### config.mk
export PLATFORM = sky130hd
export DESIGN_NAME = alu_flag_unit
export DESIGN_NICKNAME = d
export VERILOG_FILES = /design/src/rtl/afu_pkg.sv /design/src/rtl/afu_arith_flags.sv /design/src/rtl/afu_result_flags.sv /design/src/rtl/afu_ctl_flags.sv /design/src/rtl/alu_flag_unit.sv
export SDC_FILE = /design/constraint.sdc
export NUM_CORES = 1
export LEC_CHECK = 0
export BUFFER_PORTS_ARGS = -buffer_cell sky130_fd_sc_hd__buf_2
export CORE_MARGIN = 1.5
export CORE_UTILIZATION = 34
export CTS_BUF_LIST = sky130_fd_sc_hd__clkbuf_4 sky130_fd_sc_hd__clkbuf_8
export CTS_CLUSTER_DIAMETER = 120
export DETAILED_ROUTE_END_ITERATION = 10
export GPL_ROUTABILITY_DRIVEN = 0
export PLACE_DENSITY = 0.84
export SLEW_MARGIN = 0
export SYNTH_ARGS = -nofsm -noshare
export SYNTH_HDL_FRONTEND = slang
export SYNTH_SLANG_ARGS = --single-unit
### constraint.sdc
create_clock -name clk -period 0.95 [get_ports clk]
set_clock_uncertainty 0.05 [all_clocks]
set_input_delay 0.0475 -clock clk [delete_from_list [all_inputs] [get_ports clk]]
set_output_delay 0.0475 -clock clk [all_outputs]
set_load 0.05 [all_outputs]
### src/rtl/afu_pkg.sv
package afu_pkg;

  typedef enum logic [1:0] {
    OP_ADD   = 2'b00,
    OP_SUB   = 2'b01,
    OP_LOGIC = 2'b10,
    OP_SHIFT = 2'b11
  } op_class_e;

  // positions of flags in the packed word
  localparam int POS_C = 0;
  localparam int POS_P = 2;
  localparam int POS_A = 4;
  localparam int POS_Z = 6;
  localparam int POS_S = 7;
  localparam int POS_T = 8;
  localparam int POS_I = 9;
  localparam int POS_D = 10;
  localparam int POS_O = 11;

  localparam logic [15:0] WORD_ONES = 16'h0002;

  typedef struct packed {
    logic c;
    logic p;
    logic a;
    logic z;
    logic s;
    logic o;
  } status_t;

  typedef struct packed {
    logic t;
    logic i;
    logic d;
  } ctl_t;

  function automatic logic even_par8(input logic [7:0] v);
    return ~(^v);
  endfunction

  // carry out of one bit position, recovered from operands and result
  function automatic logic add_carry(input logic am, input logic bm, input logic rm);
    return (am & bm) | ((am | bm) & ~rm);
  endfunction

  // borrow out of one bit position for a - b, recovered from result
  function automatic logic sub_borrow(input logic am, input logic bm, input logic rm);
    return (~am & bm) | ((~am | bm) & rm);
  endfunction

  function automatic logic signed_ovf(input logic is_sub, input logic am,
                                      input logic bm, input logic rm);
    return is_sub ? ((am != bm) && (rm != am)) : ((am == bm) && (rm != am));
  endfunction

  function automatic logic [15:0] pack_word(input status_t st, input ctl_t ct);
    logic [15:0] w;
    w        = WORD_ONES;
    w[POS_C] = st.c;
    w[POS_P] = st.p;
    w[POS_A] = st.a;
    w[POS_Z] = st.z;
    w[POS_S] = st.s;
    w[POS_O] = st.o;
    w[POS_T] = ct.t;
    w[POS_I] = ct.i;
    w[POS_D] = ct.d;
    return w;
  endfunction

endpackage

### src/rtl/afu_arith_flags.sv
module afu_arith_flags
  import afu_pkg::*;
#(
  parameter int DATA_W = 16,
  parameter int BYTE_W = 8,
  parameter int NIB_W  = 4
) (
  input  logic              is_sub,
  input  logic              size_word,
  input  logic [DATA_W-1:0] a,
  input  logic [DATA_W-1:0] b,
  input  logic [DATA_W-1:0] r,
  output logic              carry,
  output logic              nib_carry,
  output logic              ovf
);
  localparam int WMSB = DATA_W - 1;
  localparam int BMSB = BYTE_W - 1;

  logic am, bm, rm;

  always_comb begin
    am = size_word ? a[WMSB] : a[BMSB];
    bm = size_word ? b[WMSB] : b[BMSB];
    rm = size_word ? r[WMSB] : r[BMSB];
    carry     = is_sub ? sub_borrow(am, bm, rm) : add_carry(am, bm, rm);
    // carry or borrow into bit NIB_W is visible as the xor of that column
    nib_carry = a[NIB_W] ^ b[NIB_W] ^ r[NIB_W];
    ovf       = signed_ovf(is_sub, am, bm, rm);
  end
endmodule

### src/rtl/afu_result_flags.sv
module afu_result_flags
  import afu_pkg::*;
#(
  parameter int DATA_W = 16,
  parameter int BYTE_W = 8
) (
  input  logic              size_word,
  input  logic [DATA_W-1:0] r,
  output logic              sign,
  output logic              zero,
  output logic              parity
);
  always_comb begin
    sign   = size_word ? r[DATA_W-1] : r[BYTE_W-1];
    zero   = size_word ? (r == '0) : (r[BYTE_W-1:0] == '0);
    parity = even_par8(r[7:0]);
  end
endmodule

### src/rtl/afu_ctl_flags.sv
module afu_ctl_flags
  import afu_pkg::*;
(
  input  logic       clk,
  input  logic       rst_n,
  input  logic       load_en,
  input  ctl_t       load_val,
  input  logic [2:0] set_cmd,
  input  logic [2:0] clr_cmd,
  output ctl_t       ctl_q
);
  logic [2:0] cur, nxt;

  assign cur = {ctl_q.t, ctl_q.i, ctl_q.d};

  always_comb begin
    if (load_en) nxt = {load_val.t, load_val.i, load_val.d};
    else         nxt = (cur | set_cmd) & ~clr_cmd;
  end

  always_ff @(posedge clk or negedge rst_n) begin
    if (!rst_n) ctl_q <= '0;
    else        ctl_q <= '{t: nxt[2], i: nxt[1], d: nxt[0]};
  end
endmodule

### src/rtl/alu_flag_unit.sv
module alu_flag_unit
  import afu_pkg::*;
#(
  parameter int DATA_W = 16,
  parameter int BYTE_W = 8,
  parameter int NIB_W  = 4
) (
  input  logic              clk,
  input  logic              rst_n,
  input  logic              upd_en,
  input  logic [1:0]        op_class,
  input  logic              size_word,
  input  logic [DATA_W-1:0] opnd_a,
  input  logic [DATA_W-1:0] opnd_b,
  input  logic [DATA_W-1:0] alu_result,
  input  logic              shift_out,
  input  logic [2:0]        ctl_set,
  input  logic [2:0]        ctl_clr,
  input  logic              load_en,
  input  logic [15:0]       load_data,
  output logic [15:0]       flags_word
);
  op_class_e op;
  assign op = op_class_e'(op_class);

  // named events for the checker
  logic ev_load, ev_update, ev_arith, ev_logic, ev_shift;
  assign ev_load   = load_en;
  assign ev_update = upd_en & ~load_en;
  assign ev_arith  = ev_update & ((op == OP_ADD) | (op == OP_SUB));
  assign ev_logic  = ev_update & (op == OP_LOGIC);
  assign ev_shift  = ev_update & (op == OP_SHIFT);

  logic ar_carry, ar_nib, ar_ovf;
  logic rs_sign, rs_zero, rs_par;

  afu_arith_flags #(.DATA_W(DATA_W), .BYTE_W(BYTE_W), .NIB_W(NIB_W)) u_arith (
    .is_sub    (op == OP_SUB),
    .size_word (size_word),
    .a         (opnd_a),
    .b         (opnd_b),
    .r         (alu_result),
    .carry     (ar_carry),
    .nib_carry (ar_nib),
    .ovf       (ar_ovf)
  );

  afu_result_flags #(.DATA_W(DATA_W), .BYTE_W(BYTE_W)) u_result (
    .size_word (size_word),
    .r         (alu_result),
    .sign      (rs_sign),
    .zero      (rs_zero),
    .parity    (rs_par)
  );

  ctl_t ctl_q, ctl_ld;
  assign ctl_ld = '{t: load_data[POS_T], i: load_data[POS_I], d: load_data[POS_D]};

  afu_ctl_flags u_ctl (
    .clk      (clk),
    .rst_n    (rst_n),
    .load_en  (load_en),
    .load_val (ctl_ld),
    .set_cmd  (ctl_set),
    .clr_cmd  (ctl_clr),
    .ctl_q    (ctl_q)
  );

  status_t st_q, st_nxt, st_ld;
  assign st_ld = '{c: load_data[POS_C], p: load_data[POS_P], a: load_data[POS_A],
                   z: load_data[POS_Z], s: load_data[POS_S], o: load_data[POS_O]};

  always_comb begin
    st_nxt = st_q;
    if (ev_load) begin
      st_nxt = st_ld;
    end else if (ev_update) begin
      st_nxt.s = rs_sign;
      st_nxt.z = rs_zero;
      st_nxt.p = rs_par;
      unique case (op)
        OP_ADD, OP_SUB: begin
          st_nxt.c = ar_carry;
          st_nxt.a = ar_nib;
          st_nxt.o = ar_ovf;
        end
        OP_LOGIC: begin
          st_nxt.c = 1'b0;
          st_nxt.o = 1'b0;
        end
        OP_SHIFT: begin
          st_nxt.c = shift_out;
        end
        default: ;
      endcase
    end
  end

  always_ff @(posedge clk or negedge rst_n) begin
    if (!rst_n) st_q <= '0;
    else        st_q <= st_nxt;
  end

  assign flags_word = pack_word(st_q, ctl_q);
endmodule

**Yosys cells after proc, flatten, opt, wreduce, memory -nomap -nowiden**

Cells that the tools add are included.

- Equality and inequality tests: 6
- Reductions and logical operators: 12
- Muxes and demuxes: 12
- Bitwise logic cells: 18

Operators with widths:

| kind | count |
|---|---|
| logical NOT 16 bit | 1 |
| 2-to-1 mux 6 bit | 2 |
| logical NOT 8 bit | 1 |
| XOR reduction 8 bit | 1 |
| 2-to-1 mux 1 bit | 7 |
| AND 1 bit | 5 |
| == test 2 bit, second input constant | 2 |
| NOT 1 bit | 4 |
| bitwise OR 1 bit | 4 |
| AND reduction 2 bit | 2 |
| nonzero test 2 bit | 2 |
| AND 3 bit | 1 |
| 2-to-1 mux 3 bit | 1 |
| NOT 3 bit | 1 |
| bitwise OR 3 bit | 1 |
| one-hot mux 1 bit (3 select lines) | 1 |
| nonzero test 3 bit | 1 |
| == test 2 x 1 -> 1 bit, second input constant | 1 |
| logical AND 1 bit | 2 |
| logical NOT 2 bit | 1 |
| != test 1 bit | 2 |
| one-hot mux 1 bit (2 select lines) | 1 |
| OR reduction 2 bit | 1 |
| bitwise XOR 1 bit | 2 |
| == test 1 bit | 1 |

- Input port bits: 78
- Output and inout port bits: 16
- Register bits: 9

**Logic depth before layout (Yosys ltp)**

- Word-level depth: 9
- Mapped depth: 7
- Mapped depth without buffers: 6

**By module**

Synthesis repeated with hierarchy kept, for this count alone.

- Cell total of the unflattened synthesis: 93
- Area, all modules: 822.0 um^2

Modules (own cells, without submodules):

| module | area each (um^2) | cells each | times used |
|---|---|---|---|
| alu_flag_unit | 392.9 | 41 | 1 |
| afu_arith_flags | 156.4 | 18 | 1 |
| afu_result_flags | 152.6 | 22 | 1 |
| afu_ctl_flags | 120.1 | 12 | 1 |

**Least setup slack after synthesis**

No wires, ideal clock.

- Path type: input -> register
- Start point: in size_word
- End point: reg st_q (netlist bit flags_word[0])
- Setup slack: -0.235 ns
- Buffers on the path: 1
- Arrival time: 1.000 ns
- Stages: 6
- Cells stage by stage: buf_6 -> mux2i_1 -> inv_1 -> ha_1 -> o311ai_2 -> nand3_1

- Word-level cells in the longest chain between the ends: 9
- Elaborated cells between the ends (all ways): 17
- Those cells by class: mux (7); bitwise (10)

Ends and longest elaborated chain:

| what | line | text |
|---|---|---|
| from (decl) | alu_flag_unit.sv:12 | `input logic size_word,` |
| 2-to-1 mux 1 bit | afu_arith_flags.sv:23 | `am = size_word ? a[WMSB] : a[BMSB];` |
| NOT 1 bit | afu_pkg.sv:49 | `return (~am & bm) \| ((~am \| bm) & rm);` |
| bitwise OR 1 bit | afu_pkg.sv:49 |  |
| AND 1 bit | afu_pkg.sv:49 |  |
| bitwise OR 1 bit | afu_pkg.sv:49 |  |
| 2-to-1 mux 1 bit * | afu_arith_flags.sv:26 | `carry = is_sub ? sub_borrow(am, bm, rm) : add_carry(am, bm, rm);` |
| one-hot mux 1 bit (3 select lines) * | alu_flag_unit.sv:81 | `unique case (op)` |
| 2-to-1 mux 6 bit * | alu_flag_unit.sv:77 | `end else if (ev_update) begin` |
| 2-to-1 mux 6 bit * | alu_flag_unit.sv:75 | `if (ev_load) begin` |
| to (signal assigned) | alu_flag_unit.sv:101 | `else st_q <= st_nxt;` |
| to (decl) | alu_flag_unit.sv:69 | `status_t st_q, st_nxt, st_ld;` |

Every way passes the cells marked *; elsewhere a longest branch is shown, timed or not. The select of a mux whose other input is x is not followed.
A chain may end at the register's enable or synchronous reset.

==> results.txt <==
crit-path max cell delay - 0.40 ns
commonest non-fill, non-tap cell in the layout - buf_2
initial antenna violation count - 0
minimum clock period - 0.9508 ns
Leak Pwr - 0.7078 nW
M2 GR Usage - 31.01%
drt drc - 0
Final Max Slew Viols - 0
row count - 17
Final HPWL DP - 1.717 mm
vias in the first global route - 868
Final Instance Count excl. Fillers - 194
Placed Cells - 178
CP max FO - 2
# Max-Cap Violations - 0
CP top delay family - flip-flops
Avg Inst Size Synth - 8.908 sq um
routing usage on met1 - 16.55%
Slowest cell on crit path - dfrtp_2
total grt overflow - 0
worst path cell trace - nor3b_1, a221o_1
CP Data Required Time - 1.04 ns
Synth top area share - 27.48%
x dimension of the die - 52.10 um
Hold Slack - 0.01791 ns
overall routing resource usage - 16.08%
Ys Warns - 0
largest net degree at the start of global routing - 11
total wire length - 2.275 mm
H-tree levels - 1
Die H - 52.10 um
layout cells sized above 1 - 51.20%
Via density - 4.546
starting density of the core - 36.69%
Core Area - 2233 sq um
busiest grt layer - met2
worst hold path type - input pin to flop
Critical path buffers and inverters - 0
period utilization - 100.1%
layout net count - 253
root buf cell - clkbuf_4
IO Port Bufs - 53
failing checks - setup timing
Synth Instances - 92
clock tree buffer depth - 2
Worst Path Arrival - 1.04 ns
largest cells by area after synthesis - dfrtp_1 (27%), ha_1 (12%), buf_4 (6.4%), xnor2_1 (6.4%), inv_1 (4.6%)
outcome - complete, but fails checks
dominant cell type by area after synthesis - dfrtp_1
Num CTS Buffers - 3
drt wl/cell - 11.73 um
register area share after synthesis - 27.48%
clock-pin transition on the worst setup and hold timing paths - 0.06 ns
Crit. End Element - flop
Ports - 94
Final Hold Viols - 0
Final Cell Area - 1388 sq um
Final ANT Viol Nets - 0
CP Launch Type - flop
most frequent cells in the layout - buf_2 (43), dlygate4sd3_1 (12), buf_4 (11), inv_1 (9), buf_6 (9)
final setup vio count - 1
dpl cell area - 1170 sq um
worst-skew pair later-pin latency - 0.26 ns
CTS Sinks - 9
first drt pass iteration count - 4
RSZ-0062 raised after global routing - yes
CTS tree - built
vias - 882
Setup WS post-layout - -0.0007945 ns
Multi-input gate area - 528.0 sq um
P&R area growth vs syn - 69.31%
flops & latches, synth - 9
Post-Syn Area - 819.5 sq um
initial detailed-routing violation count - 6
peak supply drop - 0.0006598 V
die footprint - 2714 sq um
first-pass GRT wire length - 3.256 mm
Pwr Density - 1080 nW/um^2
GRT met3 Usage - 3.161%
# diodes - 0
FF+latch area - 234.0 sq um
Fillers - 208
Fmax achieved - 1052 MHz
WS Path Type - flop to flop
Unique masters post-synth - 33
==> flip-flops by register name, indices dropped and copies added, names as in the netlist <==
name,flops
flags_word,6
u_ctl.ctl_q,3
==> power by group <==
part | internal [mW] | leakage, nW | switching, mW
registers | 0.427 | 0.102 | 0.0296
clock network | 0.190 | 0.0184 | 0.130
logic | 0.319 | 0.587 | 0.402
total | 0.937 | 0.708 | 0.561
==> cell usage after synthesis, drive strengths merged <==
library cell	n
nand3	1
xnor2	6
mux2i	3
nor3b	1
conb	2
o2111ai	1
buf	10
nand4	1
a22oi	2
o21ai	2
a221o	2
a211oi	2
a21o	1
nand2	7
o311ai	1
nand2b	2
inv	11
nor2	7
nor2b	2
ha	8
dfrtp	9
nor3	1
o31ai	3
a21oi	3
nor4	2
xor2	2
==> final cells by class <==
class,count,area share [%]
Tap cell,28,2.525
Clock buffer,4,2.164
Multi-Input combinational cell,67,38.05
Timing Repair Buffer,75,37.42
Inverter,11,2.976
Sequential cell,9,16.86
==> stage by stage <==
step / setup WS (ns) / util (%) / TNS [ns] / power, mW
after floorplan: -0.1559 / - / -0.4916 / 0.8873
after global placement: -0.2483 / 52.38 / -0.8280 / 1.060
after detailed placement: -0.3059 / 52.38 / -0.9610 / 1.079
after CTS: 0.0007188 / 60.56 / 0 / 1.476
after global routing: -0.01968 / 62.13 / -0.01968 / 1.573
final: -0.0007945 / 62.13 / -0.0007945 / 1.498
==> routing by layer <==
layer | routed length [um] | vias up | share of wire (%)
met2 | 1145 | 47 | 50
met4 | 8 | 0 | 0.35
met1 | 896 | 389 | 39
met5 | 0 | - | 0
met3 | 225 | 2 | 9.9
li1 | - | 444 | -
==> what timing repair did <==
item,4_1_cts,5_1_grt
gates resized for setup,12,9
hold buffers,12,0
pin swaps,1,2
hold endpoints to repair,17,0
endpoints found under the setup margin,11,10
buffers inserted,0,0
==> cell families (layout without fill, tap and decap cells) <==
family	count (synthesis)	in the layout	share of synthesized area (%)
compound gates	17	17	16.49
xor+xnor	8	8	8.550
fa+ha+maj	8	8	12.21
buf+inv	21	90	14.05
flops	9	9	27.48
mux	3	3	5.191
other cells	2	7	0.9164
simple gates	24	24	15.11
==> path summary, 6_finish.rpt <==
path                                                start                   endpoint  slack [ns]  depth (start not counted)
max in group asynchronous                           rst_n  flags_word[2]$_DFFE_PN0P_        0.52                          2
worst min-delay path                         load_data[0]  flags_word[0]$_DFFE_PN0P_        0.02                          3
worst max register to register  flags_word[4]$_DFFE_PN0P_  flags_word[4]$_DFFE_PN0P_     -0.0008                          2
worst max-delay path            flags_word[4]$_DFFE_PN0P_  flags_word[4]$_DFFE_PN0P_     -0.0008                          2
min in group asynchronous                           rst_n  flags_word[0]$_DFFE_PN0P_        0.12                          2
worst min register to register  flags_word[2]$_DFFE_PN0P_  flags_word[2]$_DFFE_PN0P_        0.48                          2
==> worst register-to-register path, delay by kind of cell (launching register included) <==
family,cells,cell delay [ns]
and+or+nand+nor,1,0.14
AOI/OAI and AO/OA,1,0.25
DFF,1,0.40
(Power assumes the default switching activity.)
